<file path="src/rtl/sseq_pkg.sv">
package sseq_pkg;
  typedef enum logic [2:0] {
    ST_RST_WR, ST_SETTLE, ST_ID_RD, ST_ANG_WR,
    ST_IDLE, ST_SCAN, ST_STAT_RD, ST_HALT
  } sseq_st_e;

  localparam logic [4:0]  RG_MODE  = 5'h0D;
  localparam logic [4:0]  RG_ID    = 5'h10;
  localparam logic [4:0]  RG_ANG   = 5'h0C;
  localparam logic [4:0]  RG_STAT  = 5'h06;
  localparam logic [15:0] V_SWRST  = 16'h0020;
  localparam logic [15:0] V_ANG_ON = 16'h001F;
  localparam logic [15:0] ID_VAR_A = 16'h0051;
  localparam logic [15:0] ID_VAR_B = 16'h00C1;
  localparam logic [1:0]  RS_ERR   = 2'b11;
  localparam int          LAST_A   = 3;
  localparam int          LAST_B   = 6;
endpackage

</file>
<file path="src/rtl/sseq_timer.sv">
module sseq_timer #(
  parameter int CYC = 2_600_000
) (
  input  logic clk,
  input  logic rst,
  input  logic start,
  output logic expired
);
  localparam int CW = $clog2(CYC + 1);
  logic [CW-1:0] cnt;

  always_ff @(posedge clk) begin
    if (rst)            cnt <= '0;
    else if (start)     cnt <= CW'(CYC);
    else if (cnt != '0) cnt <= cnt - 1'b1;
  end

  assign expired = (cnt == '0);

  // once loaded, the window runs down one step per cycle
  p_countdown_r2: assert property (@(posedge clk) disable iff (rst)
    (cnt != '0 && !start) |=> (cnt == $past(cnt) - 1'b1));
endmodule

</file>
<file path="src/rtl/sseq_chan_map.sv">
module sseq_chan_map #(
  parameter int CHAN_W = 3,
  parameter int ADDR_W = 5
) (
  input  logic [CHAN_W-1:0] idx,
  output logic [ADDR_W-1:0] addr
);
  // channels 0..2 -> 1..3, channel 3 -> 5, channels 4..6 -> 9..11
  always_comb begin
    if (idx < CHAN_W'(3))       addr = ADDR_W'(idx) + ADDR_W'(1);
    else if (idx == CHAN_W'(3)) addr = ADDR_W'(5);
    else                        addr = ADDR_W'(idx) + ADDR_W'(5);
  end
endmodule

</file>
<file path="src/rtl/sseq_id_dec.sv">
module sseq_id_dec #(
  parameter int DATA_W = 16
) (
  input  logic [DATA_W-1:0] id,
  output logic              known,
  output logic              is_b
);
  import sseq_pkg::*;
  logic hit_a;
  always_comb begin
    hit_a = (id == DATA_W'(ID_VAR_A));
    is_b  = (id == DATA_W'(ID_VAR_B));
    known = hit_a | is_b;
  end
endmodule

</file>
<file path="src/rtl/sens_seq.sv">
module sens_seq
  import sseq_pkg::*;
#(
  parameter int ADDR_W     = 5,
  parameter int DATA_W     = 16,
  parameter int STAT_W     = 9,
  parameter int CHAN_W     = 3,
  parameter int SETTLE_CYC = 2_600_000
) (
  input  logic              clk,
  input  logic              rst,
  input  logic              scan_trig,
  output logic              cmd_valid,
  input  logic              cmd_ready,
  output logic              cmd_write,
  output logic [ADDR_W-1:0] cmd_addr,
  output logic [DATA_W-1:0] cmd_wdata,
  input  logic              rsp_valid,
  input  logic [1:0]        rsp_status,
  input  logic              rsp_crc_err,
  input  logic [DATA_W-1:0] rsp_rdata,
  output logic              init_done,
  output logic              variant_b,
  output logic              fault_unknown,
  output logic              smp_valid,
  output logic [CHAN_W-1:0] smp_chan,
  output logic [DATA_W-1:0] smp_data,
  output logic              frame_done,
  output logic              stat_valid,
  output logic [STAT_W-1:0] stat_val
);
  localparam logic [CHAN_W-1:0] LAST_CH_A = CHAN_W'(LAST_A);
  localparam logic [CHAN_W-1:0] LAST_CH_B = CHAN_W'(LAST_B);

  sseq_st_e          st;
  logic [CHAN_W-1:0] idx, idx_sel;
  logic [ADDR_W-1:0] ch_addr;
  logic              tmr_start, tmr_exp, id_known, id_b, ret_scan;
  logic              rsp_take, rsp_bad, at_last;

  sseq_timer #(.CYC(SETTLE_CYC)) u_timer (
    .clk(clk), .rst(rst), .start(tmr_start), .expired(tmr_exp));

  sseq_chan_map #(.CHAN_W(CHAN_W), .ADDR_W(ADDR_W)) u_map (
    .idx(idx_sel), .addr(ch_addr));

  sseq_id_dec #(.DATA_W(DATA_W)) u_id (
    .id(rsp_rdata), .known(id_known), .is_b(id_b));

  always_comb begin
    idx_sel  = (st == ST_SCAN) ? idx + 1'b1 : '0;
    rsp_take = rsp_valid && !cmd_valid;
    rsp_bad  = rsp_crc_err || (rsp_status == RS_ERR);
    at_last  = (idx == (variant_b ? LAST_CH_B : LAST_CH_A));
  end

  always_ff @(posedge clk) begin
    if (rst) begin
      st            <= ST_RST_WR;
      cmd_valid     <= 1'b1;
      cmd_write     <= 1'b1;
      cmd_addr      <= ADDR_W'(RG_MODE);
      cmd_wdata     <= DATA_W'(V_SWRST);
      idx           <= '0;
      tmr_start     <= 1'b0;
      ret_scan      <= 1'b0;
      init_done     <= 1'b0;
      variant_b     <= 1'b0;
      fault_unknown <= 1'b0;
      smp_valid     <= 1'b0;
      smp_chan      <= '0;
      smp_data      <= '0;
      frame_done    <= 1'b0;
      stat_valid    <= 1'b0;
      stat_val      <= '0;
    end else begin
      smp_valid  <= 1'b0;
      frame_done <= 1'b0;
      stat_valid <= 1'b0;
      tmr_start  <= 1'b0;
      if (cmd_valid && cmd_ready) cmd_valid <= 1'b0;

      if (rsp_take && rsp_bad && st != ST_STAT_RD &&
          (st == ST_RST_WR || st == ST_ID_RD || st == ST_ANG_WR || st == ST_SCAN)) begin
        ret_scan  <= (st == ST_SCAN);
        st        <= ST_STAT_RD;
        cmd_valid <= 1'b1;
        cmd_write <= 1'b0;
        cmd_addr  <= ADDR_W'(RG_STAT);
        cmd_wdata <= '0;
      end else begin
        case (st)
          ST_RST_WR: if (rsp_take) begin
            st        <= ST_SETTLE;
            tmr_start <= 1'b1;
          end
          ST_SETTLE: if (tmr_exp && !tmr_start) begin
            st        <= ST_ID_RD;
            cmd_valid <= 1'b1;
            cmd_write <= 1'b0;
            cmd_addr  <= ADDR_W'(RG_ID);
            cmd_wdata <= '0;
          end
          ST_ID_RD: if (rsp_take) begin
            if (!id_known) begin
              fault_unknown <= 1'b1;
              st            <= ST_HALT;
            end else if (id_b) begin
              variant_b <= 1'b1;
              st        <= ST_ANG_WR;
              cmd_valid <= 1'b1;
              cmd_write <= 1'b1;
              cmd_addr  <= ADDR_W'(RG_ANG);
              cmd_wdata <= DATA_W'(V_ANG_ON);
            end else begin
              variant_b <= 1'b0;
              init_done <= 1'b1;
              st        <= ST_IDLE;
            end
          end
          ST_ANG_WR: if (rsp_take) begin
            init_done <= 1'b1;
            st        <= ST_IDLE;
          end
          ST_IDLE: if (scan_trig) begin
            idx       <= '0;
            st        <= ST_SCAN;
            cmd_valid <= 1'b1;
            cmd_write <= 1'b0;
            cmd_addr  <= ch_addr;
            cmd_wdata <= '0;
          end
          ST_SCAN: if (rsp_take) begin
            smp_valid <= 1'b1;
            smp_chan  <= idx;
            smp_data  <= rsp_rdata;
            if (at_last) begin
              frame_done <= 1'b1;
              st         <= ST_IDLE;
            end else begin
              idx       <= idx + 1'b1;
              cmd_valid <= 1'b1;
              cmd_addr  <= ch_addr;
            end
          end
          ST_STAT_RD: if (rsp_take) begin
            stat_val   <= rsp_rdata[STAT_W-1:0];
            stat_valid <= 1'b1;
            if (ret_scan) st <= ST_IDLE;
            else begin
              st        <= ST_RST_WR;
              cmd_valid <= 1'b1;
              cmd_write <= 1'b1;
              cmd_addr  <= ADDR_W'(RG_MODE);
              cmd_wdata <= DATA_W'(V_SWRST);
            end
          end
          default: ;
        endcase
      end
    end
  end

  p_cmd_hold_r11: assert property (@(posedge clk) disable iff (rst)
    (cmd_valid && !cmd_ready) |=> (cmd_valid && $stable(cmd_addr) &&
                                   $stable(cmd_wdata) && $stable(cmd_write)));
  p_halt_quiet_r3: assert property (@(posedge clk) disable iff (rst)
    fault_unknown |=> (fault_unknown && !cmd_valid && !init_done));
  p_done_last_r5: assert property (@(posedge clk) disable iff (rst)
    frame_done |-> (smp_valid && smp_chan == (variant_b ? LAST_CH_B : LAST_CH_A)));
  p_smp_after_init_r7: assert property (@(posedge clk) disable iff (rst)
    smp_valid |-> init_done);
  p_excl_out_r8: assert property (@(posedge clk) disable iff (rst)
    $onehot0({smp_valid, stat_valid}));
endmodule

</file>
<file path="config.mk">
export PLATFORM = sky130hd
export DESIGN_NAME = sens_seq
export DESIGN_NICKNAME = d
export VERILOG_FILES = /design/src/rtl/sseq_pkg.sv /design/src/rtl/sseq_timer.sv /design/src/rtl/sseq_chan_map.sv /design/src/rtl/sseq_id_dec.sv /design/src/rtl/sens_seq.sv
export SDC_FILE = /design/constraint.sdc
export NUM_CORES = 1
export LEC_CHECK = 0
export BUFFER_PORTS_ARGS = -buffer_cell sky130_fd_sc_hd__buf_2
export CORE_UTILIZATION = 54
export CTS_CLUSTER_DIAMETER = 60
export DETAILED_ROUTE_END_ITERATION = 10
export PLACE_DENSITY_LB_ADDON = 0.05
export SLEW_MARGIN = 10
export SYNTH_ARGS = -nofsm -noshare
export SYNTH_HDL_FRONTEND = slang
export SYNTH_SLANG_ARGS = --single-unit
</file>
<file path="constraint.sdc">
create_clock -name clk -period 3.05 [get_ports clk]
set_clock_uncertainty 0.15 [all_clocks]
set_input_delay 0.1525 -clock clk [delete_from_list [all_inputs] [get_ports clk]]
set_output_delay 0.1525 -clock clk [all_outputs]
set_load 0.1 [all_outputs]
</file>
==> results.md <==
- Failing checks: design-rule violations
- # clock sinks: 73
- Status: finished with violations
- Most used DFF post-synth: dfxtp_1
- Cell area after layout: 0.00435 sq mm
- Unrepaired setup endpoints after global routing: false
- Row Count: 29
- Layout net count: 556
- Largest net degree at the start of global routing: 56
- Total Wirelength: 8960 um
- Syn Inst Count: 448
- Number of global-route vias before repair: 3,196
- Final hold violation count: 0
- Placed Area: between 0.003 and 0.004 sq mm
- Slew margin rel.: 0.298
- Crit-path cells: dlygate4sd3_1, buf_2, nor4_1, nand4_1, a211oi_2, o211ai_4, or4b_1, a31oi_1
- Number of cells on the critical path: 8
- R2r setup slk: 0.42 ns
- Starting DRT DRC Count: 242
- Cells resized by post-CTS repair: 0
- CP peak stage delay: between 0.5 and 0.6 ns
- CP arrival: a little under 3 ns
- Routability cong.: between 0.9 and 1
- DR vias/cell: 5.58
- Hpwl dp: 6080 um
- Setup Fix Bufs, Post-CTS: 0
- CTS root buf: clkbuf_8
- Most frequent cell after synthesis: dfxtp_1
- Top post-synthesis cells by area: dfxtp_1, nand2_1, a21oi_1
- Critical Path End Type: flop
- Post-Synthesis Cell Area: 0.00363 sq mm
- Post-synth cell types: 59
- F_max: approximately 350 MHz
- Hold Path Stages: 5
- CTS tree: yes
- Final setup violation count: 0
- Die X: 84.0 um
- # IOs: 81
- TNS Setup: 0 ns
- #FFs+latches synth: between 70 and 80
- CP bufs+invs: 2
- Footprint of the multi-input gates: about 0.0020 sq mm
- Place WS: 0.431 ns
- Die height: between 80 and 90 um
- Antenna Violating Nets Remaining: 0
- Via count: 3,390
- Die ar.: between 0.007 and 0.008 sq mm
- Gr usage total: 0.266
- CP delay by family, top: simple AND/OR/NAND/NOR gates
- Starting Density: 0.566
- Worst-Skew Late Latency: 0.35 ns
- FF+latch area: 0.00146 sq mm
- Actual slew at the worst max-slew pin: 1.05 ns
- CTS max path bufs: 2
- Share of cells above drive strength 1: 0.194
- CTS buffer count: 9
- H-tree depth: 3
- Sequential share of the synthesized area: 0.402
- Final core occ: 0.677
- Worst-path clk slew: 0.08 ns
- Hold buffers post-CTS: 16
- Initial antenna violation count: 0
- Worst R2R Path Depth: 6
- Final worst slack: 0.207 ns
- Post-synth EDFFs: 0
- First drt pass iteration count: 8
- Fin crit share: 0.932
- Req. time, crit path: 3.17 ns
- Leakage Power: 1.76 nW
- Async set or reset register ratio after synthesis: 0
- Logic pwr share: 0.498
- CP max FO: 6
- GRT overflow: 0
- Sequential power share: 0.313
- Hold path startpoint: scan_trig
- Hold crit path type: input port to flop
- # diodes: 0
- Pwr Total: approximately 4.1 mW
- Cell taking the most area after synthesis: dfxtp_1
- Share of the synthesized area in the top cell type: 0.402
- Sw frac: 0.454
- Clock share of power: 0.189
- # port buffers: 70
- Slowest-stage cell, CP: dlygate4sd3_1
- Sw power: 1.88 mW
- Internal power: 2.26 mW
- Synth Area per Inst: 8.11 sq um
- Period minus WS final: between 2 and 3 ns
- PwrDens: 951 mW/mm^2
- RR Endpoint: cmd_addr[1]
- Startpoint types: input port
- Ys Warns: 0
- Synth cell count leaders: dfxtp_1, nand2_1, nor2_1, a21oi_1, clkbuf_1
- Synthesis-to-layout area growth: 19.7%
- Routed len/inst: 14.7 um
- Max cap viols: 0
- Core Region: 0.00642 sq mm
- Max-slew violations: 0
- CP Class: input port to flop
- DRC Markers: 12
- Reg-to-Reg Start: u_timer.cnt[17]
- WHS Endpoint: cmd_valid
- Fillers: ~530
- First-pass GRT wire length: ~15,000 um
- Peak supply drop: 368 uV
==> flip-flops by register name, summed over array words and instances (netlist names) <==
| signal | count |
|---|---|
| variant_b | 1 |
| cmd_wdata | 2 |
| smp_data | 16 |
| frame_done | 1 |
| ret_scan | 1 |
| fault_unknown | 1 |
| idx | 3 |
| stat_val | 9 |
| smp_valid | 1 |
| cmd_valid | 1 |
| stat_valid | 1 |
| cmd_write | 1 |
| cmd_addr | 5 |
| init_done | 1 |
| smp_chan | 3 |
| tmr_start | 1 |
| st | 3 |
| u_timer.cnt | 22 |
==> worst register-to-register path, stage by stage (launching register included) <==
cell and delay (ns):
dfxtp_1 0.36, or4_4 0.57, nor3b_4 0.38, and4_4 0.33, o211ai_4 0.11, or4b_1 0.49
a31oi_1 0.16
==> power by group through the flow <==
stage / clock [mW] / combinational (mW) / sequential [mW]
CTS: 0.801 / 2.04 / 1.30
global placement: 0 / 1.99 / 1.31
floorplan: 0 / 1.36 / 1.62
global route: 0.839 / 2.25 / 1.32
detailed placement: 0 / 2.01 / 1.32
finish: 0.781 / 2.06 / 1.30
==> cell type report <==
type	count	share of cell area
inverters	9	0.00777
clock inverters	5	0.0147
clock buffers	11	0.0325
flip-flops and latches	73	0.336
well taps	77	0.0221
repair buffers	94	0.131
multi-input cells	339	0.456
==> worst max path at each step <==
stage / from / to / slack (ns)
detailed placement: u_timer.cnt[17] / cmd_addr[1] / 0.43
CTS: rsp_rdata[11] / cmd_addr[1] / 0.31
global route: rsp_rdata[11] / cmd_addr[1] / 0.09
finish: rsp_rdata[11] / cmd_addr[1] / 0.21
floorplan: cmd_valid / idx[2] / 0.29
global placement: u_timer.cnt[4] / cmd_addr[1] / 0.52
==> cell usage in the layout (no fill, tap or decap), types with 10 or more instances in the layout <==
master and instances:
nor3_1 12, o21ai_0 17, nand2_1 66, xor2_1 10, a21oi_1 43, dlygate4sd3_1 16, conb_1 10, buf_2 70
nor2_1 53, mux2i_1 15, dfxtp_1 73, clkbuf_8 10
==> stage by stage <==
| stage | hold WS, ns | std cells |
|---|---|---|
| after floorplan | 0.139 | 457 |
| after global placement | 0.258 | 576 |
| after detailed placement | 0.266 | 576 |
| after CTS | 0.133 | 608 |
| after global routing | 0.169 | 608 |
| final | 0.149 | 608 |
==> kinds of logic after synthesis <==
group | after synthesis | share of synthesized area
compound gates | 94 | 0.162
xor+xnor | 18 | 0.0434
fa+ha+maj | 6 | 0.0207
buf+inv | 45 | 0.0616
flops | 73 | 0.402
mux | 15 | 0.0413
other cells | 1 | 0.00103
simple gates | 196 | 0.267
==> layer usage <==
layer  up-vias  share of wire  global-route usage  routed length [um]
met3        13          0.071              0.0791                 639
li1       1693              -                   -                   -
met1      1550           0.46               0.339                4100
met2       134           0.45               0.422                4050
met5         -              0                   0                   0
met4         0          0.019               0.107                 168
Power figures use the tool's default switching activity.
